`src/rtl/gcla_pkg.sv`:
```
// Shared helpers for the grouped carry-lookahead adder.
// Assumes: the latency is counted in clock edges after the sampling edge.
package gcla_pkg;

    // Edges from the input-sampling edge to the result for a build variant.
    function automatic int unsigned gcla_latency(input bit registered,
                                                 input int unsigned groups);
        return registered ? groups : 0;
    endfunction

endpackage

```
`src/rtl/gcla_pfa.sv`:
```
// Partial full adder: one bit slice that emits propagate, generate and sum.
// Assumes: the carry for this bit is supplied by external lookahead logic.
module gcla_pfa (
    input  logic a,
    input  logic b,
    input  logic c,
    output logic p,
    output logic g,
    output logic s
);

    // Per-bit propagate, generate and sum terms.
    always_comb begin
        p = a ^ b;
        g = a & b;
        s = a ^ b ^ c;
    end

endmodule

```
`src/rtl/gcla_group.sv`:
```
// One lookahead slice: GW partial full adders plus a flat carry network.
// Each bit carry is a sum of products over the slice carry-in and the
// propagate/generate terms below it; no carry passes bit to bit.
// Assumes: GW is small (4 by default), so the product terms stay shallow.
module gcla_group #(
    parameter int unsigned GW = 4
) (
    input  logic [GW-1:0] a,
    input  logic [GW-1:0] b,
    input  logic          cin,
    output logic [GW-1:0] s,
    output logic          cout
);

    logic [GW-1:0] p_v;
    logic [GW-1:0] g_v;
    logic [GW:0]   carry_v;

    // Bit slices.
    for (genvar i = 0; i < GW; i++) begin : g_bit
        gcla_pfa u_pfa (
            .a (a[i]),
            .b (b[i]),
            .c (carry_v[i]),
            .p (p_v[i]),
            .g (g_v[i]),
            .s (s[i])
        );
    end

    // Flat lookahead: carry k = OR over sources j of (source j AND all P above j).
    always_comb begin
        carry_v = '0;
        carry_v[0] = cin;
        for (int k = 1; k <= GW; k++) begin
            logic acc;
            acc = cin;
            for (int m = 0; m < k; m++) acc = acc & p_v[m];
            for (int j = 0; j < k; j++) begin
                logic term;
                term = g_v[j];
                for (int m = j + 1; m < k; m++) term = term & p_v[m];
                acc = acc | term;
            end
            carry_v[k] = acc;
        end
    end

    assign cout = carry_v[GW];

endmodule

```
`src/rtl/gcla_delay.sv`:
```
// Fixed-depth register chain used to align operands, carries and sums.
// Assumes: DEPTH 0 is a plain wire; registers clear on synchronous reset.
module gcla_delay #(
    parameter int unsigned W     = 1,
    parameter int unsigned DEPTH = 1
) (
    input  logic         clk,
    input  logic         rst_n,
    input  logic [W-1:0] d,
    output logic [W-1:0] q
);

    if (DEPTH == 0) begin : g_wire
        assign q = d;
    end else begin : g_regs
        logic [W-1:0] stage_q [DEPTH];

        // Shift the chain by one stage per clock; clear on reset.
        always_ff @(posedge clk) begin
            if (!rst_n) begin
                for (int i = 0; i < DEPTH; i++) stage_q[i] <= '0;
            end else begin
                stage_q[0] <= d;
                for (int i = 1; i < DEPTH; i++) stage_q[i] <= stage_q[i-1];
            end
        end

        assign q = stage_q[DEPTH-1];
    end

endmodule

```
`src/rtl/grouped_cla_adder.sv`:
```
// Unsigned adder built from NUM_GROUPS lookahead slices of GROUP_W bits
// whose carries ripple from slice to slice.
// REGISTERED=1: slice g works in pipeline stage g; its operands are delayed
// g+1 edges so they meet the registered carry of slice g-1, and its sum is
// delayed to the common output edge. REGISTERED=0: purely combinational.
// Assumes: carry_in is tied low when the adder heads a chain.
module grouped_cla_adder
    import gcla_pkg::*;
#(
    parameter int unsigned GROUP_W    = 4,
    parameter int unsigned NUM_GROUPS = 4,
    parameter bit          REGISTERED = 1'b1
) (
    input  logic                          clk,
    input  logic                          rst_n,
    input  logic                          in_valid,
    input  logic [GROUP_W*NUM_GROUPS-1:0] op_a,
    input  logic [GROUP_W*NUM_GROUPS-1:0] op_b,
    input  logic                          carry_in,
    output logic [GROUP_W*NUM_GROUPS-1:0] sum,
    output logic                          carry_out,
    output logic                          out_valid
);

    localparam int unsigned WIDTH = GROUP_W * NUM_GROUPS;
    localparam int unsigned LAT   = gcla_latency(REGISTERED, NUM_GROUPS);

    logic [GROUP_W-1:0]    grp_a [NUM_GROUPS];
    logic [GROUP_W-1:0]    grp_b [NUM_GROUPS];
    logic [GROUP_W-1:0]    grp_s [NUM_GROUPS];
    logic [NUM_GROUPS-1:0] grp_cin;
    logic [NUM_GROUPS-1:0] grp_cout;

    // Lookahead slices, identical in both variants.
    for (genvar g = 0; g < NUM_GROUPS; g++) begin : g_slice
        gcla_group #(.GW(GROUP_W)) u_group (
            .a    (grp_a[g]),
            .b    (grp_b[g]),
            .cin  (grp_cin[g]),
            .s    (grp_s[g]),
            .cout (grp_cout[g])
        );
    end

    if (REGISTERED) begin : g_pipe
        for (genvar g = 0; g < NUM_GROUPS; g++) begin : g_stage
            // Operand skew: slice g reads its bits g+1 edges after sampling.
            gcla_delay #(.W(GROUP_W), .DEPTH(g + 1)) u_dly_a (
                .clk (clk), .rst_n (rst_n),
                .d   (op_a[g*GROUP_W +: GROUP_W]),
                .q   (grp_a[g])
            );
            gcla_delay #(.W(GROUP_W), .DEPTH(g + 1)) u_dly_b (
                .clk (clk), .rst_n (rst_n),
                .d   (op_b[g*GROUP_W +: GROUP_W]),
                .q   (grp_b[g])
            );
            // Carry into slice g: registered once so it meets the skewed operands.
            if (g == 0) begin : g_cin_head
                gcla_delay #(.W(1), .DEPTH(1)) u_dly_c (
                    .clk (clk), .rst_n (rst_n),
                    .d   (carry_in),
                    .q   (grp_cin[g])
                );
            end else begin : g_cin_link
                gcla_delay #(.W(1), .DEPTH(1)) u_dly_c (
                    .clk (clk), .rst_n (rst_n),
                    .d   (grp_cout[g-1]),
                    .q   (grp_cin[g])
                );
            end
            // Sum deskew: slice g result waits NUM_GROUPS-g edges to the output.
            gcla_delay #(.W(GROUP_W), .DEPTH(NUM_GROUPS - g)) u_dly_s (
                .clk (clk), .rst_n (rst_n),
                .d   (grp_s[g]),
                .q   (sum[g*GROUP_W +: GROUP_W])
            );
        end

        // Final carry registered alongside the top slice sum.
        gcla_delay #(.W(1), .DEPTH(1)) u_dly_cout (
            .clk (clk), .rst_n (rst_n),
            .d   (grp_cout[NUM_GROUPS-1]),
            .q   (carry_out)
        );

        // Valid flag travels the full depth of the sum path.
        gcla_delay #(.W(1), .DEPTH(LAT + 1)) u_dly_valid (
            .clk (clk), .rst_n (rst_n),
            .d   (in_valid),
            .q   (out_valid)
        );
    end else begin : g_comb
        for (genvar g = 0; g < NUM_GROUPS; g++) begin : g_link
            assign grp_a[g] = op_a[g*GROUP_W +: GROUP_W];
            assign grp_b[g] = op_b[g*GROUP_W +: GROUP_W];
            assign sum[g*GROUP_W +: GROUP_W] = grp_s[g];
            if (g == 0) begin : g_head
                assign grp_cin[g] = carry_in;
            end else begin : g_ripple
                assign grp_cin[g] = grp_cout[g-1];
            end
        end
        assign carry_out = grp_cout[NUM_GROUPS-1];
        assign out_valid = in_valid;
    end

endmodule

```
`config.mk`:
```
export PLATFORM = sky130hd
export DESIGN_NAME = grouped_cla_adder
export DESIGN_NICKNAME = d
export VERILOG_FILES = /design/src/rtl/gcla_pkg.sv /design/src/rtl/gcla_pfa.sv /design/src/rtl/gcla_group.sv /design/src/rtl/gcla_delay.sv /design/src/rtl/grouped_cla_adder.sv
export SDC_FILE = /design/constraint.sdc
export NUM_CORES = 1
export LEC_CHECK = 0
export BUFFER_PORTS_ARGS = -buffer_cell sky130_fd_sc_hd__buf_2
export CAP_MARGIN = 30
export CORE_UTILIZATION = 30
export CTS_BUF_LIST = sky130_fd_sc_hd__clkbuf_8
export CTS_CLUSTER_DIAMETER = 40
export DETAILED_ROUTE_END_ITERATION = 7
export PLACE_DENSITY = 0.55
export SKIP_LAST_GASP = 1
export SYNTH_ARGS = -nofsm -noshare
export SYNTH_HDL_FRONTEND = slang
export SYNTH_SLANG_ARGS = --single-unit
```
`constraint.sdc`:
```
create_clock -name clk -period 1.7 [get_ports clk]
set_clock_uncertainty 0.15 [all_clocks]
set_input_delay 0.34 -clock clk [delete_from_list [all_inputs] [get_ports clk]]
set_output_delay 0.34 -clock clk [all_outputs]
set_load 0.01 [all_outputs]
```
==> impl_results.md <==
* Clk_lat worst skew at 420 ps
* Hold slack at 269 ps
* Final #Nets at 494
* Synth Register Bits at 130
* Vias in the first global route at 2345
* Fmax at 595 MHz
* Register area share after synthesis at 0.629
* R2r worst-path depth at 5
* CTS tree: built
* Mean Syn Cell Area at 12.1 sq um
* Ys async rst share at 0
* GRT Total Usage at 0.0967
* Crit path max fanout at 2
* Total wire length at 6020 um
* Sink Count at 130
* Share of the synthesized area in the top cell type at 0.629
* Max-Cap Viols at 0
* Root Driver: clkbuf_8
* Worst EP required at 1870 ps
* Row count at 42
* Chip width at 119 um
* DP HPWL at 3440 um
* Detailed Routing Iterations Pass 1 at 4
* Initial drt markers at 86
* Initial antenna violation count at 0
* Fin util at 0.401
* CTS H-tree lvls at 4
* HP Class: input pin to flip-flop
* Most used DFF post-synth: dfxtp_1
* Fin. Hold Viols at 0
* Die area at 14300 sq um
* Critical path data arrival time at 1850 ps
* Initial core utilization at 0.310
* RSZ-0062 raised after global routing: yes
* CTS Buf Count at 17
* Worst hold endpoint: g_pipe.g_stage[3].u_dly_b.g_regs.stage_q[2][3]$_SDFF_PN0_
* Slew Limit Fails at 0
* Pwr Density at 1100 nW/um^2
* Share of cells above drive strength 1 at 0.232
* Min-delay src: rst_n
* Synth Instances at 342
* Static Leakage at 2.50 nW
* RR Endpoint: g_pipe.g_stage[0].u_dly_s.g_regs.stage_q[0][2]$_SDFF_PN0_
* Post-synth EDFFs at 0
* Core area at 13300 sq um
* Residual DRC at 0
* Via count at 2397
* DR WL/cell at 9.71 um
* Flop2flop setup slack at 20 ps
* Crit path capture type: flip-flop
* Clock buffer depth at 2
* Port bufs at 53
* Yosys Warn Count at 0
* Final Critical Period at 1680 ps
* Startpoint types: flip-flop
* Rel. slew slack at 0.837
* Leading area contributor after synthesis: dfxtp_1
* Final worst slack at 20.7 ps
* Netlist cell types at 18
* Chip Height at 119 um
* First-pass GRT wire length at 10300 um
* GP Congestion at 0.677
* Synth area leaders: dfxtp_1 (63%), and2_1 (18%), ha_1 (6.0%), fa_1 (1.9%), buf_4 (1.5%)
* Worst Setup SP: g_pipe.g_stage[0].u_dly_a.g_regs.stage_q[0][0]$_SDFF_PN0_
* Final Power at 5.91 mW
* Worst vdd ir at 600 uV
* Largest net degree at the start of global routing at 69
* Post-CTS Setup Repair Bufs at 0
* Cell area after synthesis at 4140 sq um
* Ports at 54
* Antenna viol nets, final at 0
* Crit path kind: flip-flop to flip-flop
* Worst Tran Pin Value at 244 ps
* # setup viols final at 0
* Syn_nets at 402
* Status: complete, no violations
* Grt ovf at 0
* Antenna Cells at 0
* Final Cycle Share at 0.988
* Worst hold path depth at 3
* Vias/cell at 3.87
* Area Overhead vs Synth at 29.5%
* Reg2Reg Launch Point: g_pipe.g_stage[0].u_dly_a.g_regs.stage_q[0][0]$_SDFF_PN0_
* Place WS at -31.7 ps
* Clock slew at reported path FFs at 70 ps
==> sequential cells by signal (all words and copies together), names as in the netlist <==
name                                              flops
g_pipe.g_stage.u_dly_a.g_regs.stage_q                40
g_pipe.u_dly_valid.g_regs.stage_q                     5
g_pipe.g_stage.u_dly_s.g_regs.stage_q                40
g_pipe.g_stage.g_cin_link.u_dly_c.g_regs.stage_q      3
g_pipe.g_stage.g_cin_head.u_dly_c.g_regs.stage_q      1
g_pipe.u_dly_cout.g_regs.stage_q                      1
g_pipe.g_stage.u_dly_b.g_regs.stage_q                40
==> layout make-up <==
| cell class | count | area [sq um] |
|---|---|---|
| Tap cell | 176 | 220 |
| Multi-Input combinational cell | 190 | 1480 |
| Fill cell | 1285 | 7990 |
| Timing Repair Buffer | 95 | 691 |
| Clock inverter | 10 | 97.6 |
| Sequential cell | 130 | 2610 |
| Clock buffer | 19 | 262 |
==> through the flow <==
stage	instance area [sq um]	cells	TNS [ps]
after detailed placement	4580	557	-92.1
after floorplan	4140	342	0
after global placement	4580	557	-4.41
final	5360	620	0
after CTS	5310	620	0
after global routing	5360	620	-150
==> routing by layer <==
metal,GRT usage,up-vias,share of wire
met3,0.0402,10,0.042
met4,0.0750,0,0.024
met1,0.106,1079,0.47
li1,-,1261,-
met5,0,-,0
met2,0.148,47,0.47
==> how the worst max path moves through the flow <==
stage	endpoint	slack, ps	depth (start not counted)
after floorplan	g_pipe.g_stage[0].u_dly_s.g_regs.stage_q[0][2]$_SDFF_PN0_	4	5
after global placement	g_pipe.g_stage[0].u_dly_s.g_regs.stage_q[0][2]$_SDFF_PN0_	-4	5
after detailed placement	g_pipe.g_stage[0].u_dly_s.g_regs.stage_q[0][2]$_SDFF_PN0_	-30	5
after CTS	g_pipe.g_stage[0].u_dly_s.g_regs.stage_q[0][2]$_SDFF_PN0_	2	5
after global routing	g_pipe.g_stage[1].u_dly_s.g_regs.stage_q[0][3]$_SDFF_PN0_	-60	5
final	g_pipe.g_stage[0].u_dly_s.g_regs.stage_q[0][2]$_SDFF_PN0_	20	5
==> cell usage in the layout (no fill, tap or decap) <==
cell type	n
ha_2	2
nand2_1	8
buf_12	2
fa_1	4
clkbuf_8	19
and3_1	4
o21ai_0	6
dfxtp_2	6
or3_1	4
ha_4	5
buf_4	6
nand2b_1	4
a211oi_2	4
mux2i_1	4
clkinvlp_4	1
buf_2	53
ha_1	13
clkinv_2	3
o211a_1	4
inv_1	4
dfxtp_1	124
o21ai_1	2
bufinv_16	2
o21a_1	4
and2_1	118
xor2_1	4
dlygate4sd3_1	34
==> synthesized netlist by cell type (4+ instances only) <==
cell	instances
dfxtp_1	130
and2_1	118
ha_1	20
buf_4	8
nand2_1	8
o21ai_0	8
clkbuf_2	7
a211oi_2	4
and3_1	4
buf_2	4
fa_1	4
mux2i_1	4
nand2b_1	4
o211a_1	4
o21a_1	4
or3_1	4
xor2_1	4
==> where the power goes <==
group          total [mW]  internal [mW]  switching [mW]
Clock                2.40           1.33            1.07
Sequential           3.20           3.17          0.0323
Combinational       0.313          0.193           0.120
==> worst max-delay path, stage by stage, from the launching register on <==
cell     delay (ps)
dfxtp_2         330
ha_4            240
ha_4            160
o21a_1          200
or3_1           340
and3_1          160
==> cells by family after synthesis <==
family / share of synthesized area
AOI/OAI and AO/OA: 0.0387
xor gates and xnor gates: 0.00847
adders and majority gates: 0.0798
buffers and inverters: 0.0305
DFF: 0.629
muxes: 0.00968
and+or+nand+nor: 0.204
==> what timing repair did <==
action | CTS | global route
resized for setup | 8 | 9
endpoints found under the hold margin | 34 | 0
endpoints found under the setup margin | 9 | 11
pin swaps | 2 | 9
hold buffers | 34 | 0
Power figures use the tool's default switching activity.
